### src/rtl/i2cc_pkg.sv
package i2cc_pkg;
  localparam int DEF_FILT_W = 4;
  localparam int DEF_TMO_W  = 12;
  localparam int NUM_LINES  = 2;
  typedef enum int {LN_SCL = 0, LN_SDA = 1} line_e;
endpackage

### src/rtl/i2cc_cfg_hold.sv
module i2cc_cfg_hold #(
  parameter int FW = 4,
  parameter int TW = 12
) (
  input  logic          clk,
  input  logic          rst_n,
  input  logic          master_en_i,
  input  logic [FW-1:0] scl_len_i,
  input  logic [FW-1:0] sda_len_i,
  input  logic [TW-1:0] tmo_i,
  output logic [FW-1:0] scl_len_o,
  output logic [FW-1:0] sda_len_o,
  output logic [TW-1:0] tmo_o
);
  logic [FW-1:0] scl_len_q, sda_len_q;
  logic [TW-1:0] tmo_q;

  always_ff @(posedge clk) begin
    if (!rst_n) begin
      scl_len_q <= '0;
      sda_len_q <= '0;
      tmo_q     <= '0;
    end else if (!master_en_i) begin
      scl_len_q <= scl_len_i;
      sda_len_q <= sda_len_i;
      tmo_q     <= tmo_i;
    end
  end

  assign scl_len_o = scl_len_q;
  assign sda_len_o = sda_len_q;
  assign tmo_o     = tmo_q;

  // an enabled master freezes the captured settings
  a_r9_frozen_when_enabled: assert property (@(posedge clk) disable iff (!rst_n)
    $past(master_en_i) && $past(rst_n) |-> $stable(scl_len_q) && $stable(sda_len_q) && $stable(tmo_q));
endmodule

### src/rtl/i2cc_glitch_filter.sv
module i2cc_glitch_filter #(
  parameter int FW = 4
) (
  input  logic          clk,
  input  logic          rst_n,
  input  logic          raw_i,
  input  logic [FW-1:0] len_i,
  input  logic          hs_i,
  output logic          filt_o
);
  logic          bypass;
  logic          out_q;
  logic [FW-1:0] cnt_q;

  assign bypass = hs_i || (len_i == '0);

  always_ff @(posedge clk) begin
    if (!rst_n) begin
      out_q <= 1'b1;
      cnt_q <= '0;
    end else if (bypass) begin
      out_q <= raw_i;
      cnt_q <= '0;
    end else if (raw_i == out_q) begin
      cnt_q <= '0;
    end else if (cnt_q >= len_i) begin
      out_q <= raw_i;
      cnt_q <= '0;
    end else begin
      cnt_q <= cnt_q + 1'b1;
    end
  end

  assign filt_o = bypass ? raw_i : out_q;

  // a filtered flip needs the raw level to have differed long enough
  a_r2_flip_needs_full_count: assert property (@(posedge clk) disable iff (!rst_n)
    $past(rst_n) && !$past(bypass) && (out_q != $past(out_q)) |-> $past(cnt_q) >= $past(len_i));
  // the stored level only ever moves toward the sampled raw level
  a_r3_flip_follows_raw: assert property (@(posedge clk) disable iff (!rst_n)
    $past(rst_n) && (out_q != $past(out_q)) |-> out_q == $past(raw_i));
  // a transparent filter shows the raw level
  a_r5_bypass_transparent: assert property (@(posedge clk) disable iff (!rst_n)
    bypass |-> filt_o == raw_i);
endmodule

### src/rtl/i2cc_idle_timer.sv
module i2cc_idle_timer #(
  parameter int TW = 12
) (
  input  logic          clk,
  input  logic          rst_n,
  input  logic          scl_i,
  input  logic          sda_i,
  input  logic [TW-1:0] tmo_i,
  output logic          idle_o
);
  localparam int CW = TW + 1;
  localparam logic [CW-1:0] CNT_MAX = {CW{1'b1}};

  logic          both_high;
  logic [CW-1:0] cnt_q;

  assign both_high = scl_i && sda_i;

  always_ff @(posedge clk) begin
    if (!rst_n) begin
      cnt_q <= '0;
    end else if (!both_high) begin
      cnt_q <= '0;
    end else if (cnt_q != CNT_MAX) begin
      cnt_q <= cnt_q + 1'b1;
    end
  end

  assign idle_o = (tmo_i != '0) && both_high && (cnt_q > {1'b0, tmo_i});

  // the counter saturates instead of wrapping
  a_r6_counter_saturates: assert property (@(posedge clk) disable iff (!rst_n)
    $past(rst_n) && ($past(cnt_q) == CNT_MAX) && $past(both_high) |-> cnt_q == CNT_MAX);
  // idle requires the lines to have been high on the previous edge too
  a_r6_idle_needs_history: assert property (@(posedge clk) disable iff (!rst_n)
    idle_o |-> $past(scl_i) && $past(sda_i));
  // any low line clears the count at the next edge
  a_r7_low_clears_count: assert property (@(posedge clk) disable iff (!rst_n)
    $past(rst_n) && !$past(both_high) |-> cnt_q == '0);
endmodule

### src/rtl/i2c_line_conditioner.sv
module i2c_line_conditioner
  import i2cc_pkg::*;
#(
  parameter int FILT_W = DEF_FILT_W,
  parameter int TMO_W  = DEF_TMO_W
) (
  input  logic              clk,
  input  logic              rst_n,
  input  logic              scl_raw_i,
  input  logic              sda_raw_i,
  input  logic [FILT_W-1:0] scl_len_i,
  input  logic [FILT_W-1:0] sda_len_i,
  input  logic [TMO_W-1:0]  idle_tmo_i,
  input  logic              hs_mode_i,
  input  logic              master_en_i,
  output logic              scl_o,
  output logic              sda_o,
  output logic              bus_idle_o
);
  logic [FILT_W-1:0]    scl_len_c, sda_len_c;
  logic [TMO_W-1:0]     tmo_c;
  logic [NUM_LINES-1:0] raw_v, filt_v;
  logic [FILT_W-1:0]    len_v [NUM_LINES];

  i2cc_cfg_hold #(.FW(FILT_W), .TW(TMO_W)) u_cfg (
    .clk         (clk),
    .rst_n       (rst_n),
    .master_en_i (master_en_i),
    .scl_len_i   (scl_len_i),
    .sda_len_i   (sda_len_i),
    .tmo_i       (idle_tmo_i),
    .scl_len_o   (scl_len_c),
    .sda_len_o   (sda_len_c),
    .tmo_o       (tmo_c)
  );

  assign raw_v[LN_SCL] = scl_raw_i;
  assign raw_v[LN_SDA] = sda_raw_i;
  assign len_v[LN_SCL] = scl_len_c;
  assign len_v[LN_SDA] = sda_len_c;

  for (genvar g = 0; g < NUM_LINES; g++) begin : g_line
    i2cc_glitch_filter #(.FW(FILT_W)) u_flt (
      .clk    (clk),
      .rst_n  (rst_n),
      .raw_i  (raw_v[g]),
      .len_i  (len_v[g]),
      .hs_i   (hs_mode_i),
      .filt_o (filt_v[g])
    );
  end

  assign scl_o = filt_v[LN_SCL];
  assign sda_o = filt_v[LN_SDA];

  i2cc_idle_timer #(.TW(TMO_W)) u_idle (
    .clk    (clk),
    .rst_n  (rst_n),
    .scl_i  (filt_v[LN_SCL]),
    .sda_i  (filt_v[LN_SDA]),
    .tmo_i  (tmo_c),
    .idle_o (bus_idle_o)
  );

  // a zero captured timeout keeps the idle flag low
  a_r8_zero_timeout_silent: assert property (@(posedge clk) disable iff (!rst_n)
    (tmo_c == '0) |-> !bus_idle_o);
  // idle never coexists with a low filtered line
  a_r7_idle_needs_high_lines: assert property (@(posedge clk) disable iff (!rst_n)
    bus_idle_o |-> scl_o && sda_o);
  // idle flag is low while reset is held
  a_r1_reset_not_idle: assert property (@(posedge clk)
    !rst_n |-> !bus_idle_o);
endmodule

### config.mk
export PLATFORM = sky130hd
export DESIGN_NAME = i2c_line_conditioner
export DESIGN_NICKNAME = d
export VERILOG_FILES = /design/src/rtl/i2cc_pkg.sv /design/src/rtl/i2cc_cfg_hold.sv /design/src/rtl/i2cc_glitch_filter.sv /design/src/rtl/i2cc_idle_timer.sv /design/src/rtl/i2c_line_conditioner.sv
export SDC_FILE = /design/constraint.sdc
export NUM_CORES = 1
export LEC_CHECK = 0
export BUFFER_PORTS_ARGS = -buffer_cell sky130_fd_sc_hd__buf_2
export CAP_MARGIN = 40
export CORE_MARGIN = 4
export CORE_UTILIZATION = 50
export CTS_CLUSTER_SIZE = 8
export DETAILED_ROUTE_END_ITERATION = 12
export HOLD_SLACK_MARGIN = 0.1
export PLACE_DENSITY = 0.77
export SLEW_MARGIN = 20
export SYNTH_ARGS = -nofsm -noshare
export SYNTH_HDL_FRONTEND = slang
export SYNTH_SLANG_ARGS = --single-unit
### constraint.sdc
create_clock -name clk -period 2.2 [get_ports clk]
set_clock_uncertainty 0.05 [all_clocks]
set_input_delay 0.22 -clock clk [delete_from_list [all_inputs] [get_ports clk]]
set_output_delay 0.22 -clock clk [all_outputs]
set_load 0.02 [all_outputs]
* Word level (Yosys, flattened, before mapping)
Index checks and enable logic that the tools add are counted.
Word-level totals: logic and storage cells 43, bits in registers 43, output and inout port bits 3, bits in writable memories 0, memory bits (read-only) 0, bits in latches 0, input bits 26, memories kept 0
Cells by class: equal/unequal tests 5, bitwise operators 1, $mul 0, divide/modulo/power cells 0, $lt $le $gt $ge 3, shift-type cells 0, mux-type cells 8, $add $sub $neg 3, reductions and logical operators 15
Operators by type and width (number):
- $add 13x1->13 const B | 1
- $gt 13x12->1 | 1
- $ne 13x13->1 const B | 1
- $reduce_bool 12->1 | 1
- $add 4x1->4 const B | 2
- $ge 4x4->1 | 2
- $logic_not 4->1 | 2
- $mux 1 | 8
- $reduce_or 4->1 | 2
- $reduce_and 2->1 | 3
- $ne 2x1->1 const B | 2
- $reduce_bool 2->1 | 2
- $logic_and 1x1->1 | 3
- $eq 1x1->1 | 2
- $logic_or 1x1->1 | 2
- $not 1->1 | 1

* Logic depth before layout (Yosys ltp)
word-level depth 6, mapped depth 6

* Cells and area by module
A second synthesis with hierarchy kept.
Unflattened totals: cells, all modules 247, area, all modules 2356.0 um^2
By module, submodules not included:
- i2cc_idle_timer | instances 1, area an instance 994.7 um^2, sequential area each 260.2 um^2, cells each 117
- i2cc_cfg_hold | instances 1, area an instance 755.7 um^2, sequential area each 400.4 um^2, cells each 64
- i2cc_glitch_filter | instances 2, area an instance 302.8 um^2, sequential area each 100.1 um^2, cells each 33

* Worst setup path before layout
No wires, ideal clock.
kind register to output, start point register u_idle.cnt_q[7], end point output bus_idle_o, stages on the path, launching flop included 6, setup slack 0.200 ns, arrival 1.730 ns, data required time 1.930 ns, cells stage by stage dfxtp_1 -> ha_1 -> and2_0 -> a221o_1 -> a2111oi_0 -> a211oi_1
Between the ends: word-level cells in the longest chain between the ends 2
RTL lines:
- start: declaration | RTL line i2cc_idle_timer.sv:15 | logic [CW-1:0] cnt_q;
- start signal: assignment | RTL line i2cc_idle_timer.sv:25 | cnt_q <= cnt_q + 1'b1;
- $gt 13x12->1 | RTL line i2cc_idle_timer.sv:29 | assign idle_o = (tmo_i != '0) && both_high && (cnt_q > {1'b0, tmo_i});
- $logic_and 1x1->1 | RTL line i2cc_idle_timer.sv:29
- end: declaration | RTL line i2c_line_conditioner.sv:18 | output logic bus_idle_o
Every way passes these cells.

* Worst setup path in the final report
start point register u_cfg.tmo_q[7], in the netlist u_cfg.tmo_o[7], end point output bus_idle_o
Between the ends: word-level cells in the longest chain between the ends 3, elaborated cells between the ends (all ways) 4
RTL lines:
- start: declaration | RTL line i2cc_cfg_hold.sv:16 | logic [TW-1:0] tmo_q;
- start signal: assignment | RTL line i2cc_cfg_hold.sv:26 | tmo_q <= tmo_i;
- parallel branches: the longest is 2 deep, another holds $gt 13x12->1
- $logic_and 1x1->1 * | RTL line i2cc_idle_timer.sv:29
Mark *: on every way between the ends.

==> results.txt <==
The flow ran to the end, but the final reports show violations. The checks that failed: setup timing. The buffer depth of the longest clock path is 2.

The first-pass GRT wire length is 8.66 mm. The worst flop-to-flop path startpoint is u_idle.cnt_q[1]$_SDFFE_PN0P_. The leakage component of the power is 0.00120 uW. The share of cells above drive strength 1 came out at 29.6%. The relative contribution of combinational cells to total power is 13.7%. The number of clock sinks came out at 43.

Of all flip-flops after synthesis, the portion carrying an async set or reset was 0%. Hold is met by 0.121 ns. The worst setup path endpoint is bus_idle_o. The largest individual stage delay along the critical path comes from the cell a221o_1. The number of CTS-inserted buffers is 5. The antenna violation net count after detailed routing is 0.

After synthesis, the netlist uses 49 different library cells. The switching part of the total power came out at 24.8%. Summed over its instances, the top area cell type makes up 35.2% of the synthesized netlist area.

The number of nets in the layout came out at 346. The setup slack of the most critical reg-to-reg path came out at 0.43 ns. The post-synthesis share of cell area spent on xor and xnor gates is 3.93%.

The largest voltage drop on the vdd net is 330 uV. The count of buffers from port buffering is 28. The peak clock frequency supported by timing is 436 MHz. The global routing usage summed across all routing layers came out at 17.5%. The buffer and inverter count on the worst path is 2. The first routing iteration left 75 violations.

Summing all multi-input logic gate instances after layout gives 1550 sq um. The number of global-route vias before repair is 1963. After routing, the total negative slack on setup checks comes to -0.0945 ns. By startpoint and endpoint, the worst setup path is classified as flop to output pin. The max-slew violation total from the final report came out at 0. The min-delay analysis places its worst path in the category input pin to flop.

Summed over all instances, the cell type with the most area after synthesis is dfxtp_1. The initial utilization of the core area, before any placement, comes to 51.8%. The post-placement cell area came out at 2700 sq um.

The synthesized-area fraction occupied by and/or/nand/nor cells is 22.3%. Overall power consumption after layout is estimated at 1660 uW. Detailed placement ended at an HPWL of 3.61 mm. The insertion delay to the later sink of the worst-skew pair is 0.30 ns.

TritonCTS built the clock tree. The number of antenna violations at the first check in global routing came out at 0. Sorting the synthesized cells by area gives the leading types as dfxtp_1 35%, ha_1 12%, mux2i_1 8.6%, nor2b_1 5.6%, inv_1 4.0%.

The I/O pin count is 29. The slew at the pin closest to its max-slew limit is 0.592 ns. The number of iterations in the first detailed-routing pass is 4. The antenna diode count is 0. The die is 78.0 microns wide.

The count of mapped cells out of synthesis came out at 257. In the layout the commonest cells are 31 x dfxtp_1, 27 x buf_2, 23 x inv_1. The clock input transition at the sequential cells of the worst setup and hold paths is 0.08 ns.

The netlist area before placement came out at 2450 sq um. The share of total power in sequential cells is 50.1%. The post-detailed-route wirelength per cell is 13.9 microns. The tree is rooted in a clkbuf_8. In this run, synthesis produced a sequential element count of 43. The post-placement setup slack came out at -0.0627 ns. Data on the critical path arrives at its endpoint at 2.02 ns. The full die area came out at 6080 sq um. The critical path crosses 7 cells after its start point. The total number of vias came out at 1929. The most frequently used flop master after synthesis is dfxtp_1. The layout overhead on the synthesized area is 20.0%. The final global-route overflow total came out at 0. Counting the fill cells in the layout gives 396. The post-synthesis share of cell area spent on full adders, half adders and majority gates is 11.8%. The kind of cell with the highest combined delay along the critical path is compound AO/OA/AOI/OAI gates. After synthesis, the largest family of logic cells by area is simple AND/OR/NAND/NOR gates. The clock group share of total power came out at 36.2%.

The delay of the slowest cell on the worst path came out at 0.35 ns. In the routed layout, each cell is associated on average with a via count of 5.30. The number of cells on the worst reg-to-reg path came out at 5. The number of enable-type register cells in the synthesized netlist came out at 0. STA classifies the critical path endpoint as an output pin.

Summed over all layers, the routed wires come to 5.05 mm. The number of max-cap violations came out at 0. The number of levels the H-tree was split into is 2.

The share of synthesized area spent on multiplexers came out at 8.58%. The leading cell type in the layout, fill and taps excluded is dfxtp_1. The number of remaining DRC errors is 0. Of all nets on the critical path, the largest fanout is 2. The critical path starts at u_cfg.tmo_o[7]$_SDFFE_PN0N_. The complex-gate fraction of the synthesized area is 13.1%. The count of standard-cell rows came out at 25. The switching component of the power is 411 uW.

The worst register-to-register path ends at u_idle.cnt_q[1]$_SDFFE_PN0P_. The post-layout minimum cycle time is 2.29 ns. The routability-driven placement congestion ratio is 0.795. The final hold violation count is 0.

The internal power of the cells totals 1250 uW. The core area came out at 4720 sq um. The critical path required time is 1.93 ns. Once routing completed, OpenROAD measured the worst setup slack at -0.0945 ns. The pin count of the biggest net entering global routing came out at 26. The height of the die is 78.0 microns. Setup repair after global routing could not meet its margin everywhere. The worst-case headroom to the max-slew limit is 60.5%.

The sequential cell area fraction in the yosys report came out at 35.2%. The final standard cell area without fillers is 2940 sq um. The average footprint of a synthesized cell came out at 9.53 sq um. Yosys printed 0 warnings. The synthesized netlist net count is 306.

The nature of the critical path startpoint is a flop. The critical path goes through inv_2, ha_4, and2_4, a221o_1, a2111oi_4, a211oi_2, buf_4. The sequential cells in the finished layout cover a total of 876 sq um.

Setup violations remaining at the end of the flow were counted as 1. Of the available clock period, the critical path in the final layout requires 104%. For this design the ratio of total power to cell area is 565 nW/um^2.
-- cell usage after synthesis, drive strengths merged, types with 3 or more instances --
master / number
xnor2: 7
xor2: 4
mux2i: 21
nor2: 23
nor2b: 22
nand4: 4
o21a: 4
dfxtp: 43
nor4: 6
a21oi: 7
nand2: 6
buf: 4
ha: 23
a211oi: 3
a21o: 3
nand3: 10
o211ai: 4
nor3: 4
a2111oi: 6
inv: 26
-- worst register-to-register path: stages, from the launching register on --
cell     delay, ns
dfxtp_1       0.44
ha_1          0.32
nand3_4       0.14
nor4_4        0.43
mux2i_1       0.24
nor2_1        0.05
-- per-stage QoR --
stage	std cells	util (%)
after floorplan	257	-
after global placement	354	57.2
after detailed placement	354	57.2
after CTS	363	61.4
after global routing	364	62.2
final	364	62.2
-- cell type report --
class | count | share of cell area (%)
tap | 67 | 2.85
timing repair buffer | 39 | 7.66
multi-input combinational | 182 | 52.7
inverter | 26 | 3.32
sequential | 43 | 29.8
clock buffer | 5 | 2.34
clock inverter | 2 | 1.28
-- how the worst min path moves through the flow --
stage | startpoint | to | slack, ns | depth (start not counted)
6_report | scl_len_i[0] | u_cfg.scl_len_o[0]$_SDFFE_PN0N_ | 0.12 | 3
5_1_grt | scl_len_i[0] | u_cfg.scl_len_o[0]$_SDFFE_PN0N_ | 0.13 | 3
4_1_cts | scl_len_i[0] | u_cfg.scl_len_o[0]$_SDFFE_PN0N_ | 0.12 | 3
3_5_place_dp | g_line[0].u_flt.cnt_q[0]$_SDFF_PP0_ | g_line[0].u_flt.cnt_q[0]$_SDFF_PP0_ | 0.41 | 1
3_3_place_gp | g_line[0].u_flt.cnt_q[0]$_SDFF_PP0_ | g_line[0].u_flt.cnt_q[0]$_SDFF_PP0_ | 0.40 | 1
2_1_floorplan | rst_n | u_cfg.tmo_o[10]$_SDFFE_PN0N_ | 0.30 | 1
-- registers in the layout, indices dropped and copies added, names as in the netlist --
| signal | cells |
|---|---|
| u_idle.cnt_q | 13 |
| u_cfg.sda_len_o | 4 |
| u_cfg.tmo_o | 12 |
| g_line.u_flt.cnt_q | 8 |
| u_cfg.scl_len_o | 4 |
| g_line.u_flt.out_q | 2 |
-- kinds of logic (layout without fill, tap and decap cells) --
kind of cell / after synthesis / in the layout
and+or+nand+nor: 89 / 89
DFF: 43 / 43
AOI/OAI and AO/OA: 38 / 38
buffers and inverters: 32 / 72
adders and majority gates: 23 / 23
muxes: 21 / 21
xor gates and xnor gates: 11 / 11
-- power groups by stage --
stage / registers (uW) / logic (uW) / clock network [uW]
after floorplan: 842 / 150 / 0
after CTS: 832 / 222 / 609
after detailed placement: 849 / 210 / 0
after global routing: 836 / 256 / 650
after global placement: 848 / 204 / 0
final: 832 / 228 / 602
-- layer usage --
metal | up-vias | wire length [microns] | GRT usage, %
met1 | 902 | 2380 | 22.6
met5 | - | 0 | 0
li1 | 990 | - | -
met3 | 7 | 183 | 3.83
met4 | 0 | 68 | 5.77
met2 | 30 | 2420 | 28.9
-- what timing repair did --
action                                  4_1_cts  5_1_grt
endpoints found under the setup margin        1        1
hold buffers                                  0        0
buffers inserted                              2        1
resized for setup                            22        6
pin swaps                                     8        5
Power figures use the tool's default switching activity.
